**config.mk**
```make
export PLATFORM = sky130hd
export DESIGN_NAME = tsense_seq
export DESIGN_NICKNAME = d
export VERILOG_FILES = /design/src/rtl/tsense_pkg.sv /design/src/rtl/tsense_dwell.sv /design/src/rtl/tsense_ctrl.sv /design/src/rtl/tsense_div.sv /design/src/rtl/tsense_seq.sv
export SDC_FILE = /design/constraint.sdc
export NUM_CORES = 1
export LEC_CHECK = 0
export ABC_AREA = 1
export CAP_MARGIN = 20
export CORE_MARGIN = 2
export CORE_UTILIZATION = 60
export DETAILED_ROUTE_END_ITERATION = 6
export GPL_TIMING_DRIVEN = 0
export PLACE_DENSITY = 0.81
export SETUP_SLACK_MARGIN = 0.5
export SYNTH_ARGS = -nofsm -noshare
export SYNTH_HDL_FRONTEND = slang
export SYNTH_SLANG_ARGS = --single-unit
```
**constraint.sdc**
```tcl
create_clock -name clk_i -period 2.4 [get_ports clk_i]
set_input_delay 0.48 -clock clk_i [delete_from_list [all_inputs] [get_ports clk_i]]
set_output_delay 0.48 -clock clk_i [all_outputs]
set_load 0.01 [all_outputs]
```
**src/rtl/tsense_pkg.sv**
```systemverilog
package tsense_pkg;

   typedef enum logic [2:0] {
      ST_OFF,
      ST_PD_HOLD,
      ST_PWRUP,
      ST_SETTLE,
      ST_RUN,
      ST_STOP
   } seq_state_e;

   // bit positions of the pin copies in the status word
   localparam int unsigned SW_RSTN = 0;
   localparam int unsigned SW_PD   = 1;
   localparam int unsigned SW_RUN  = 2;

endpackage

```
**src/rtl/tsense_dwell.sv**
```systemverilog
module tsense_dwell #(
   parameter int unsigned CNT_W = 8
) (
   input  logic             clk_i,
   input  logic             rst_ni,
   input  logic             clear_i,
   input  logic             tick_i,
   input  logic [CNT_W-1:0] limit_i,
   output logic             expired_o
);

   logic [CNT_W-1:0] cnt_q;

   always_ff @(posedge clk_i or negedge rst_ni) begin
      if (!rst_ni) begin
         cnt_q <= '0;
      end else if (clear_i) begin
         cnt_q <= '0;
      end else if (tick_i && (cnt_q != '1)) begin
         cnt_q <= cnt_q + 1'b1;
      end
   end

   assign expired_o = (cnt_q >= limit_i);

endmodule

```
**src/rtl/tsense_ctrl.sv**
```systemverilog
module tsense_ctrl
   import tsense_pkg::*;
#(
   parameter int unsigned PD_HOLD_TICKS = 1,
   parameter int unsigned PWRUP_TICKS   = 60,
   parameter int unsigned SETTLE_TICKS  = 1
) (
   input  logic clk_i,
   input  logic rst_ni,
   input  logic tick_i,
   input  logic en_req_i,
   input  logic dis_req_i,
   output logic pd_o,
   output logic rstn_o,
   output logic run_o
);

   localparam int unsigned MAX_T0 = (PD_HOLD_TICKS > PWRUP_TICKS) ? PD_HOLD_TICKS : PWRUP_TICKS;
   localparam int unsigned MAX_T  = (MAX_T0 > SETTLE_TICKS) ? MAX_T0 : SETTLE_TICKS;
   localparam int unsigned CNT_W  = $clog2(MAX_T + 2);

   if (PD_HOLD_TICKS < 1 || PWRUP_TICKS < 1 || SETTLE_TICKS < 1) begin : g_bad_dwell
      $error("tsense_ctrl: every dwell must be at least one tick");
   end

   seq_state_e       state_q, state_d;
   logic [CNT_W-1:0] limit;
   logic             expired;

   always_comb begin
      state_d = state_q;
      unique case (state_q)
         ST_OFF:     if (en_req_i) state_d = ST_PD_HOLD;
         ST_PD_HOLD: if (dis_req_i) state_d = ST_OFF;
                     else if (expired) state_d = ST_PWRUP;
         ST_PWRUP:   if (dis_req_i) state_d = ST_OFF;
                     else if (expired) state_d = ST_SETTLE;
         ST_SETTLE:  if (dis_req_i) state_d = ST_OFF;
                     else if (expired) state_d = ST_RUN;
         ST_RUN:     if (dis_req_i) state_d = ST_STOP;
         ST_STOP:    state_d = ST_OFF;
         default:    state_d = ST_OFF;
      endcase
   end

   always_comb begin
      unique case (state_q)
         ST_PD_HOLD: limit = CNT_W'(PD_HOLD_TICKS);
         ST_PWRUP:   limit = CNT_W'(PWRUP_TICKS);
         ST_SETTLE:  limit = CNT_W'(SETTLE_TICKS);
         default:    limit = '0;
      endcase
   end

   tsense_dwell #(.CNT_W(CNT_W)) dwell_i (
      .clk_i     (clk_i),
      .rst_ni    (rst_ni),
      .clear_i   (state_d != state_q),
      .tick_i    (tick_i),
      .limit_i   (limit),
      .expired_o (expired)
   );

   always_ff @(posedge clk_i or negedge rst_ni) begin
      if (!rst_ni) state_q <= ST_OFF;
      else         state_q <= state_d;
   end

   always_comb begin
      pd_o   = 1'b0;
      rstn_o = 1'b0;
      run_o  = 1'b0;
      unique case (state_q)
         ST_OFF, ST_PD_HOLD: pd_o = 1'b1;
         ST_PWRUP:           ;
         ST_SETTLE, ST_STOP: rstn_o = 1'b1;
         ST_RUN:             begin rstn_o = 1'b1; run_o = 1'b1; end
         default:            pd_o = 1'b1;
      endcase
   end

   // independent tick count over the power-up window
   logic [CNT_W-1:0] win_ticks_q;
   always_ff @(posedge clk_i or negedge rst_ni) begin
      if (!rst_ni)                       win_ticks_q <= '0;
      else if (pd_o || rstn_o)           win_ticks_q <= '0;
      else if (tick_i && win_ticks_q != '1) win_ticks_q <= win_ticks_q + 1'b1;
   end


   pwrup_dwell_chk: assert property (@(posedge clk_i) disable iff (!rst_ni)
      $rose(rstn_o) |-> (win_ticks_q >= CNT_W'(PWRUP_TICKS)));

   rstn_after_pwrup_chk: assert property (@(posedge clk_i) disable iff (!rst_ni)
      $rose(rstn_o) |-> (!pd_o && !$past(pd_o)));

   run_after_release_chk: assert property (@(posedge clk_i) disable iff (!rst_ni)
      $rose(run_o) |-> ($past(rstn_o) && !$past(pd_o)));

   stop_keeps_rstn_chk: assert property (@(posedge clk_i) disable iff (!rst_ni)
      $fell(run_o) |-> (rstn_o && !pd_o));

   pd_not_from_run_chk: assert property (@(posedge clk_i) disable iff (!rst_ni)
      $rose(pd_o) |-> (!run_o && !$past(run_o) && !rstn_o));

endmodule

```
**src/rtl/tsense_div.sv**
```systemverilog
module tsense_div #(
   parameter int unsigned RAW_W   = 12,
   parameter int unsigned SCALE   = 237500,
   parameter int unsigned DIVISOR = 4094,
   parameter int unsigned OFFSET  = 81100,
   parameter int unsigned TEMP_W  = 20
) (
   input  logic                     clk_i,
   input  logic                     rst_ni,
   input  logic                     kill_i,
   input  logic                     start_i,
   input  logic [RAW_W-1:0]         raw_i,
   output logic                     busy_o,
   output logic                     done_o,
   output logic signed [TEMP_W-1:0] result_o
);

   localparam longint MAX_NUM = ((longint'(1) << RAW_W) - 1) * longint'(SCALE);
   localparam int unsigned NUM_W  = $clog2(MAX_NUM + 1);
   localparam int unsigned DEN_W  = $clog2(DIVISOR + 1);
   localparam int unsigned Q_W    = $clog2(MAX_NUM / DIVISOR + 1);
   localparam int unsigned STEP_W = $clog2(NUM_W + 1);

   if (TEMP_W < Q_W + 1) begin : g_bad_width
      $error("tsense_div: TEMP_W too narrow for the quotient plus sign");
   end
   if (DIVISOR < 1) begin : g_bad_div
      $error("tsense_div: divisor must be nonzero");
   end

   logic              busy_q, done_q;
   logic [STEP_W-1:0] step_q;
   logic [DEN_W-1:0]  rem_q;
   logic [NUM_W-1:0]  nq_q;
   logic signed [TEMP_W-1:0] res_q;

   logic [NUM_W-1:0] prod;
   logic [DEN_W:0]   trial, trial_sub;
   logic             fits;
   logic [NUM_W-1:0] nq_nx;
   logic [TEMP_W-1:0] q_ext;

   assign prod      = NUM_W'(raw_i) * NUM_W'(SCALE);
   assign trial     = {rem_q, nq_q[NUM_W-1]};
   assign fits      = (trial >= (DEN_W+1)'(DIVISOR));
   assign trial_sub = fits ? (trial - (DEN_W+1)'(DIVISOR)) : trial;
   assign nq_nx     = {nq_q[NUM_W-2:0], fits};
   assign q_ext     = TEMP_W'(nq_nx);

   always_ff @(posedge clk_i or negedge rst_ni) begin
      if (!rst_ni) begin
         busy_q <= 1'b0;
         done_q <= 1'b0;
         step_q <= '0;
         rem_q  <= '0;
         nq_q   <= '0;
         res_q  <= '0;
      end else if (kill_i) begin
         busy_q <= 1'b0;
         done_q <= 1'b0;
      end else begin
         done_q <= 1'b0;
         if (start_i && !busy_q) begin
            busy_q <= 1'b1;
            step_q <= '0;
            rem_q  <= '0;
            nq_q   <= prod;
         end else if (busy_q) begin
            rem_q  <= trial_sub[DEN_W-1:0];
            nq_q   <= nq_nx;
            step_q <= step_q + 1'b1;
            if (step_q == STEP_W'(NUM_W - 1)) begin
               busy_q <= 1'b0;
               done_q <= 1'b1;
               res_q  <= $signed(q_ext) - $signed(TEMP_W'(OFFSET));
            end
         end
      end
   end

   assign busy_o   = busy_q;
   assign done_o   = done_q;
   assign result_o = res_q;


   done_pulse_chk: assert property (@(posedge clk_i) disable iff (!rst_ni)
      done_q |=> !done_q);

   result_floor_chk: assert property (@(posedge clk_i) disable iff (!rst_ni)
      done_q |-> (res_q >= -$signed(TEMP_W'(OFFSET))));

endmodule

```
**src/rtl/tsense_seq.sv**
```systemverilog
module tsense_seq
   import tsense_pkg::*;
#(
   parameter int unsigned RAW_W         = 12,
   parameter int unsigned TEMP_W        = 20,
   parameter int unsigned SCALE         = 237500,
   parameter int unsigned DIVISOR       = 4094,
   parameter int unsigned OFFSET        = 81100,
   parameter int unsigned PD_HOLD_TICKS = 1,
   parameter int unsigned PWRUP_TICKS   = 60,
   parameter int unsigned SETTLE_TICKS  = 1,
   parameter int unsigned STATUS_W      = 32,
   parameter int unsigned RAW_LSB       = 16
) (
   input  logic                     clk_i,
   input  logic                     rst_ni,
   input  logic                     tick_i,
   input  logic                     en_req_i,
   input  logic                     dis_req_i,
   input  logic [RAW_W-1:0]         raw_code_i,
   output logic                     sens_pd_o,
   output logic                     sens_rstn_o,
   output logic                     sens_run_o,
   output logic [STATUS_W-1:0]      status_o,
   output logic signed [TEMP_W-1:0] temp_mc_o,
   output logic                     temp_valid_o,
   output logic                     temp_done_o
);

   localparam int unsigned RAW_MSB = RAW_LSB + RAW_W - 1;

   if (RAW_MSB >= STATUS_W || RAW_LSB <= SW_RUN) begin : g_bad_layout
      $error("tsense_seq: raw field does not fit the status word");
   end
   if (TEMP_W < 20) begin : g_bad_temp
      $error("tsense_seq: reading must be at least 20 bits");
   end

   logic pd, rstn, run;
   logic div_busy, div_done, div_start;
   logic signed [TEMP_W-1:0] div_res;
   logic [RAW_W-1:0]         raw_q;
   logic signed [TEMP_W-1:0] temp_q;
   logic                     valid_q;

   tsense_ctrl #(
      .PD_HOLD_TICKS (PD_HOLD_TICKS),
      .PWRUP_TICKS   (PWRUP_TICKS),
      .SETTLE_TICKS  (SETTLE_TICKS)
   ) ctrl_i (
      .clk_i     (clk_i),
      .rst_ni    (rst_ni),
      .tick_i    (tick_i),
      .en_req_i  (en_req_i),
      .dis_req_i (dis_req_i),
      .pd_o      (pd),
      .rstn_o    (rstn),
      .run_o     (run)
   );

   assign div_start = run && !div_busy && !div_done;

   tsense_div #(
      .RAW_W   (RAW_W),
      .SCALE   (SCALE),
      .DIVISOR (DIVISOR),
      .OFFSET  (OFFSET),
      .TEMP_W  (TEMP_W)
   ) div_i (
      .clk_i    (clk_i),
      .rst_ni   (rst_ni),
      .kill_i   (!run),
      .start_i  (div_start),
      .raw_i    (raw_code_i),
      .busy_o   (div_busy),
      .done_o   (div_done),
      .result_o (div_res)
   );

   always_ff @(posedge clk_i or negedge rst_ni) begin
      if (!rst_ni) begin
         raw_q   <= '0;
         temp_q  <= '0;
         valid_q <= 1'b0;
      end else begin
         if (div_start) raw_q <= raw_code_i;
         if (!run) begin
            valid_q <= 1'b0;
         end else if (div_done) begin
            temp_q  <= div_res;
            valid_q <= 1'b1;
         end
      end
   end

   always_comb begin
      status_o                  = '0;
      status_o[SW_RSTN]         = rstn;
      status_o[SW_PD]           = pd;
      status_o[SW_RUN]          = run;
      status_o[RAW_MSB:RAW_LSB] = raw_q;
   end

   assign sens_pd_o    = pd;
   assign sens_rstn_o  = rstn;
   assign sens_run_o   = run;
   assign temp_valid_o = valid_q && run;
   assign temp_mc_o    = temp_valid_o ? temp_q : '0;
   assign temp_done_o  = div_done && run;


   nodata_chk: assert property (@(posedge clk_i) disable iff (!rst_ni)
      !temp_valid_o |-> (temp_mc_o == '0));

   done_only_running_chk: assert property (@(posedge clk_i) disable iff (!rst_ni)
      temp_done_o |=> (temp_valid_o || !sens_run_o));

   pd_forces_reset_chk: assert property (@(posedge clk_i) disable iff (!rst_ni)
      sens_pd_o |-> (!sens_rstn_o && !sens_run_o));

endmodule

```
==> run_results.csv, run 1 <==
group,metric,value,unit
floorplanning,ios,74,
clocking,cts.reportedPaths.clkPinSlew,0.08,ns
setup_path,rr_endpoint,"ctrl_i.dwell_i.cnt_q[4]$_DFFE_PN0P_",
synthesis,syn_area,10000,sq um
routing,first_pass_iters,7,
floorplanning,core-area,16500,sq um
timing,slew_violations,0,
cells_and_area,n_antenna_cell,0,
synthesis,ys.flop_type,"dfrtp_1",
synthesis,yosys.area.top_type_share,27.7,%
routing,vias,10500,
clocking,clk_latency,0.38,ns
global_route,grt_util_all_layers,32.1,%
placed_design,placed_area,11400,sq um
setup_path,critical_path_class,"primary input to register",
clocking,cts_buffer_depth,2,
placed_design,gp_congestion,0.922,
timing,timing.final.ws_setup,-2.49,ns
synthesis,syn_area_per_cell,7.82,sq um
routing,vias_per_cell,6.13,
floorplanning,die_h,133,microns
setup_path,r2r_setup_slack,-0.19,ns
timing,slew_headroom,46.0,%
placed_design,placed_cells,1574,
clocking,cts_hold_buf,0,
timing,fmax,205,MHz
clocking,cts_tree,"yes",
timing,post-route-period-util,204,%
floorplanning,placementRows,47,
synthesis,yosysSeqAreaShare,27.7,%
clocking,clock-root-buffer,"clkbuf_16",
placed_design,port_buffers,56,
setup_path,crit_arrival,5.16,ns
global_route,grt_pass1_vias,9120,
global_route,grt_max_degree,66,
timing,fin_worst_skew,0.0158,ns
floorplanning,initial_core_util,60.8,%
setup_path,cp_max_fo,4,
placed_design,dpl.hpwl,18.8,mm
synthesis,synth_mux_area_share,0,%
cells_and_area,final_cell_mix,"236 x inv_1, 198 x nand2_1, 110 x dfrtp_1, 77 x buf_4, 77 x buf_6",
synthesis,synth_compound_area_share,9.25,%
synthesis,ys_async_sr_fraction,100,%
routing,first_iter_violations,1222,
placed_design,pre_cts_ws,-3.08,ns
synthesis,yosysTopAreaCell,"dfrtp_1",
run,cap_violations,0,
synthesis,synth_cell_types,40,
setup_path,reg2reg_depth,16,
setup_path,crit_required,2.67,ns
synthesis,synthAdderAreaFrac,27.4,%
setup_path,startpoint,"raw_code_i[5]",
worst_hold_path,hp-class,"primary input to asynchronous set/reset pin",
setup_path,end_kind,"register",
timing,rsz0062_at_grt,"true",
cells_and_area,nFillCells,691,
global_route,grt_pass1_wl,44.9,mm
synthesis,synth_seq_cells,111,
synthesis,ys_warn_count,0,
clocking,cts_buffers,9,
status,violations,"negative setup slack",
synthesis,synth_top_family_by_area,"adder cells",
global_route,overflow,0,
clocking,cts_num_sinks,111,
setup_path,r2r-start,"ctrl_i.state_q[1]$_DFF_PN0_",
synthesis,syn_inst,1281,
timing,setup_viol,31,
synthesis,post_synth_xor_area_fraction,1.31,%
cells_and_area,nets,1675,
cells_and_area,area_growth,44.4,%
cells_and_area,fin_cells,1712,
cells_and_area,fin_area,14500,sq um
global_route,antenna_found_initial,0,
cells_and_area,drive_gt1_share,35.7,%
routing,wl,38.1,mm
floorplanning,die_x,133,microns
floorplanning,dieArea,17700,sq um
routing,wire_per_inst,22.3,microns
routing,drcViolationCount,0,
synthesis,yosys.area_share.simple,20.9,%
clocking,h-tree-depth,3,
timing,tightest_slew,0.802,ns
cells_and_area,mostFrequentLayoutCell,"inv_1",
timing,finalHoldViolCount,0,
status,status,"finished with violations",
routing,antenna_left,0,
timing,final.min_clock_period,4.89,ns
setup_path,crit_path_start_kind,"primary input",
synthesis,synth_edf_count,0,
synthesis,yosys-top-cells-area,"dfrtp_1 28%, fa_1 16%, ha_1 11%",
[layer usage]
layer | vias up | GRT usage (%) | routed length (microns)
li1 | 4394 | - | -
met3 | 316 | 3.96 | 3540
met4 | 0 | 16.0 | 3660
met1 | 4960 | 37.9 | 12500
met5 | - | 0 | 0
met2 | 827 | 57.9 | 18400
[repair_timing]
action / in CTS / in global routing
resized for setup: 411 / 279
endpoints found under the setup margin: 60 / 103
setup buffers: 63 / 48
cloned: 2 / 9
pin swaps: 117 / 111
[how the worst max path moves through the flow]
stage	end	slack [ns]
3_5_place_dp	div_i.nq_q[26]$_DFFE_PN0P_	-3.08
6_report	div_i.nq_q[26]$_DFFE_PN0P_	-2.49
5_1_grt	div_i.nq_q[26]$_DFFE_PN0P_	-2.57
4_1_cts	div_i.nq_q[27]$_DFFE_PN0P_	-1.92
2_1_floorplan	div_i.nq_q[26]$_DFFE_PN0P_	-1.92
3_3_place_gp	raw_q[10]$_DFFE_PN0P_	-3.45
[state kept, by name (all words and copies together), names as in the netlist]
signal	flops
ctrl_i.dwell_i.cnt_q	6
ctrl_i.state_q	3
div_i.busy_o	1
div_i.done_o	1
div_i.nq_q	30
div_i.rem_q	12
div_i.result_o	20
div_i.step_q	5
raw_q	12
temp_q	20
valid_q	1
[logic make-up (layout without fill, tap and decap cells)]
group / Yosys count / in the layout
flip-flops: 111 / 111
adder cells (fa/ha/maj): 171 / 171
XOR/XNOR: 15 / 15
AO/OA/AOI/OAI: 161 / 161
AND/OR/NAND/NOR: 494 / 494
other: 1 / 17
buffers and inverters: 328 / 523
[per-stage QoR]
step | utilization (%) | setup TNS [ns] | hold slack (ns)
2_1_floorplan | - | -38.13 | 0.184
3_3_place_gp | 68.8 | -446.14 | 0.458
3_5_place_dp | 69.0 | -65.12 | 0.460
4_1_cts | 78.0 | -38.29 | 0.141
5_1_grt | 87.8 | -47.00 | 0.181
6_report | 87.8 | -43.37 | 0.132
[worst max-delay path, stage by stage]
cell and delay, ns:
buf_12 0.10, fa_2 0.63, inv_4 0.07, fa_1 0.46, fa_1 0.51, inv_1 0.05
fa_1 0.53, inv_2 0.04, fa_1 0.51, inv_2 0.04, ha_4 0.31, nand2_4 0.09
o21ai_0 0.66, nand2_1 0.12, nand2_1 0.14, nand2_1 0.14, nand3_2 0.11, nand2_1 0.06
nand3_2 0.06, nand2_1 0.05
[area by class of cell]
cell class / count / area (sq um) / share of cell area, %
repair inverters: 1 / 16.3 / 0.112
flip-flops and latches: 111 / 2780 / 19.2
multi-input cells: 858 / 7550 / 52.2
well taps: 220 / 275 / 1.90
repair buffers: 178 / 1930 / 13.4
inverters: 284 / 1130 / 7.79
clock buffers: 9 / 225 / 1.56
plain buffers: 44 / 484 / 3.35
clock inverters: 7 / 76.3 / 0.528
[synth_stat cells (2+ instances only)]
cell,n
nand2_1,287
inv_1,279
dfrtp_1,111
ha_1,90
nor2_1,84
fa_1,81
nand3_1,73
o21ai_0,67
a21oi_1,42
buf_4,22
nor3_1,17
buf_2,16
nand4_1,16
o22ai_1,12
o21bai_1,11
o221ai_1,10
xor2_1,10
a31oi_1,8
clkbuf_1,5
inv_2,5
xnor2_1,5
a21o_1,3
nand3b_1,3
nor2_2,3
a21boi_0,2
nor2_4,2
nor3_2,2
o211ai_1,2
or2_2,2
Power of run 1 is left out: the tool's default activity adds up to more than one toggle a clock period on the data nets, which glitch-free logic cannot reach.
==> inputs of run 2 (changes only) <==
Clock period 2.4 ns to 5.1 ns, I/O delays scaled along.
==> run_results.csv, run 2 (same netlist as run 1, synthesis figures left out) <==
group,metric,value,unit
cells_and_area,drive_gt1_share,17.7,%
placed_design,placed_cells,1574,
clocking,cts.reportedPaths.clkPinSlew,0.08,ns
setup_path,crit_path_start_kind,"primary input",
timing,fmax,202,MHz
timing,slew_violations,0,
timing,slew_headroom,58.4,%
floorplanning,dieArea,17700,sq um
global_route,busiest_layer,"met2",
clocking,clk_latency,0.36,ns
run,cap_violations,0,
cells_and_area,mostFrequentLayoutCell,"inv_1",
floorplanning,core-area,16500,sq um
global_route,grt.met3_usage,3.69,%
global_route,grt_max_degree,64,
routing,first_pass_iters,5,
status,status,"finished, final reports clean",
clocking,h-tree-depth,3,
setup_path,r2r-start,"ctrl_i.state_q[1]$_DFF_PN0_",
timing,rsz0062_at_grt,"true",
global_route,grt_pass1_wl,40.4,mm
setup_path,cp_max_fo,5,
setup_path,crit_required,5.39,ns
global_route,grt_use_met2,51.3,%
global_route,grt_util_all_layers,28.7,%
timing,final.min_clock_period,4.95,ns
worst_hold_path,hp-class,"register to register",
clocking,cts_hold_buf,0,
cells_and_area,largest_reg_flops,30,
timing,fin_worst_skew,0.0113,ns
setup_path,crit_arrival,5.24,ns
clocking,clock-root-buffer,"clkbuf_16",
setup_path,rr_endpoint,"ctrl_i.dwell_i.cnt_q[3]$_DFFE_PN0P_",
routing,wire_per_inst,15.2,microns
routing,drcViolationCount,0,
timing,tightest_slew,0.624,ns
cells_and_area,n_antenna_cell,0,
global_route,overflow,0,
clocking,cts_buffer_depth,2,
clocking,cts_num_sinks,111,
setup_path,critical_path_class,"primary input to register",
clocking,cts_tree,"yes",
floorplanning,placementRows,47,
routing,antenna_left,0,
timing,post-route-period-util,97.0,%
floorplanning,initial_core_util,60.8,%
floorplanning,die_x,133,microns
worst_hold_path,worstHoldStart,"raw_q[5]$_DFFE_PN0P_",
placed_design,gp_congestion,0.934,
routing,vias,8540,
cells_and_area,fin_cells,1624,
placed_design,dpl.hpwl,19.0,mm
setup_path,r2r_setup_slack,2.73,ns
routing,vias_per_cell,5.26,
routing,first_iter_violations,526,
global_route,grt_use_met1,34.6,%
floorplanning,die_h,133,microns
cells_and_area,nets,1587,
routing,wl,24.7,mm
global_route,grt_pass1_vias,8558,
timing,finalHoldViolCount,0,
global_route,antenna_found_initial,1,
cells_and_area,regMostFlops,"div_i.nq_q",
worst_hold_path,worstHoldEndpoint,"raw_q[5]$_DFFE_PN0P_",
floorplanning,ios,74,
clocking,cts_buffers,9,
setup_path,reg2reg_depth,16,
setup_path,end_kind,"register",
timing,setup_viol,0,
worst_hold_path,whs_path_depth,2,
placed_design,port_buffers,56,
cells_and_area,final_cell_mix,"256 x inv_1, 250 x nand2_1, 111 x dfrtp_1, 75 x fa_1, 75 x ha_1",
cells_and_area,area_growth,22.1,%
-- run 2: changes by cell type in the layout (fill, tap and decap cells not counted), sizes merged --
| cell | delta |
|---|---|
| buf | -112 |
| clkbuf | -3 |
| clkdlybuf4s50 | +28 |
| clkinv | -5 |
| clkinvlp | -1 |
| inv | +5 |
-- run 2: worst max path at each step --
stage,slack (ns),startpoint,endpoint
floorplan,0.24,raw_code_i[5],div_i.nq_q[26]$_DFFE_PN0P_
global placement,-1.23,rst_ni,raw_q[6]$_DFFE_PN0P_
detailed placement,-1.00,raw_code_i[5],div_i.nq_q[26]$_DFFE_PN0P_
CTS,0.23,raw_code_i[10],div_i.nq_q[24]$_DFFE_PN0P_
global route,0.03,raw_code_i[6],div_i.nq_q[26]$_DFFE_PN0P_
finish,0.15,raw_code_i[6],div_i.nq_q[22]$_DFFE_PN0P_
-- run 2: per-layer routing --
metal / vias to the layer above / wire, microns
met2: 235 / 12500
met5: - / 12
met4: 2 / 1150
li1: 4202 / -
met1: 4020 / 10000
met3: 81 / 974
-- run 2: final cells by class --
class,instances,area (sq um)
sequential,111,2780
timing repair buffer,91,897
fill,1237,4230
multi-input combinational,858,6640
inverter,284,1080
clock buffer,9,225
buffer,44,275
clock inverter,7,72.6
tap,220,275
-- run 2: critical path: stages --
cell and delay [ns]:
buf_6 0.12, fa_2 0.62, buf_6 0.13, fa_1 0.45
fa_2 0.50, fa_1 0.53, inv_2 0.04, fa_1 0.53
inv_2 0.05, ha_4 0.25, buf_6 0.13, a21oi_4 0.16
nor2_2 0.06, nor2_2 0.17, nor2_2 0.07, nor2_2 0.12
nand2_1 0.06, nand2_1 0.05, nand2_1 0.06, o21bai_1 0.12
-- run 2: what timing repair did --
item                       4_1_cts  5_1_grt
setup buffers                   24       10
resized for setup              132       62
pin swaps                       56       49
hold endpoints to repair         0        0
setup endpoints to repair       22       19
-- run 2: through the flow --
stage	worst slack [ns]	instance area (sq um)	hold slack [ns]	utilization (%)	TNS (ns)
after floorplan	0.237	10400	0.442	-	0
after global placement	-1.23	11200	0.458	68.0	-149.81
after detailed placement	-1.00	11200	0.457	68.2	-16.24
after CTS	0.229	11900	0.477	72.2	0
after global routing	0.0251	12200	0.509	74.3	0
final	0.154	12200	0.477	74.3	0
Power of run 2 is left out for the same reason.
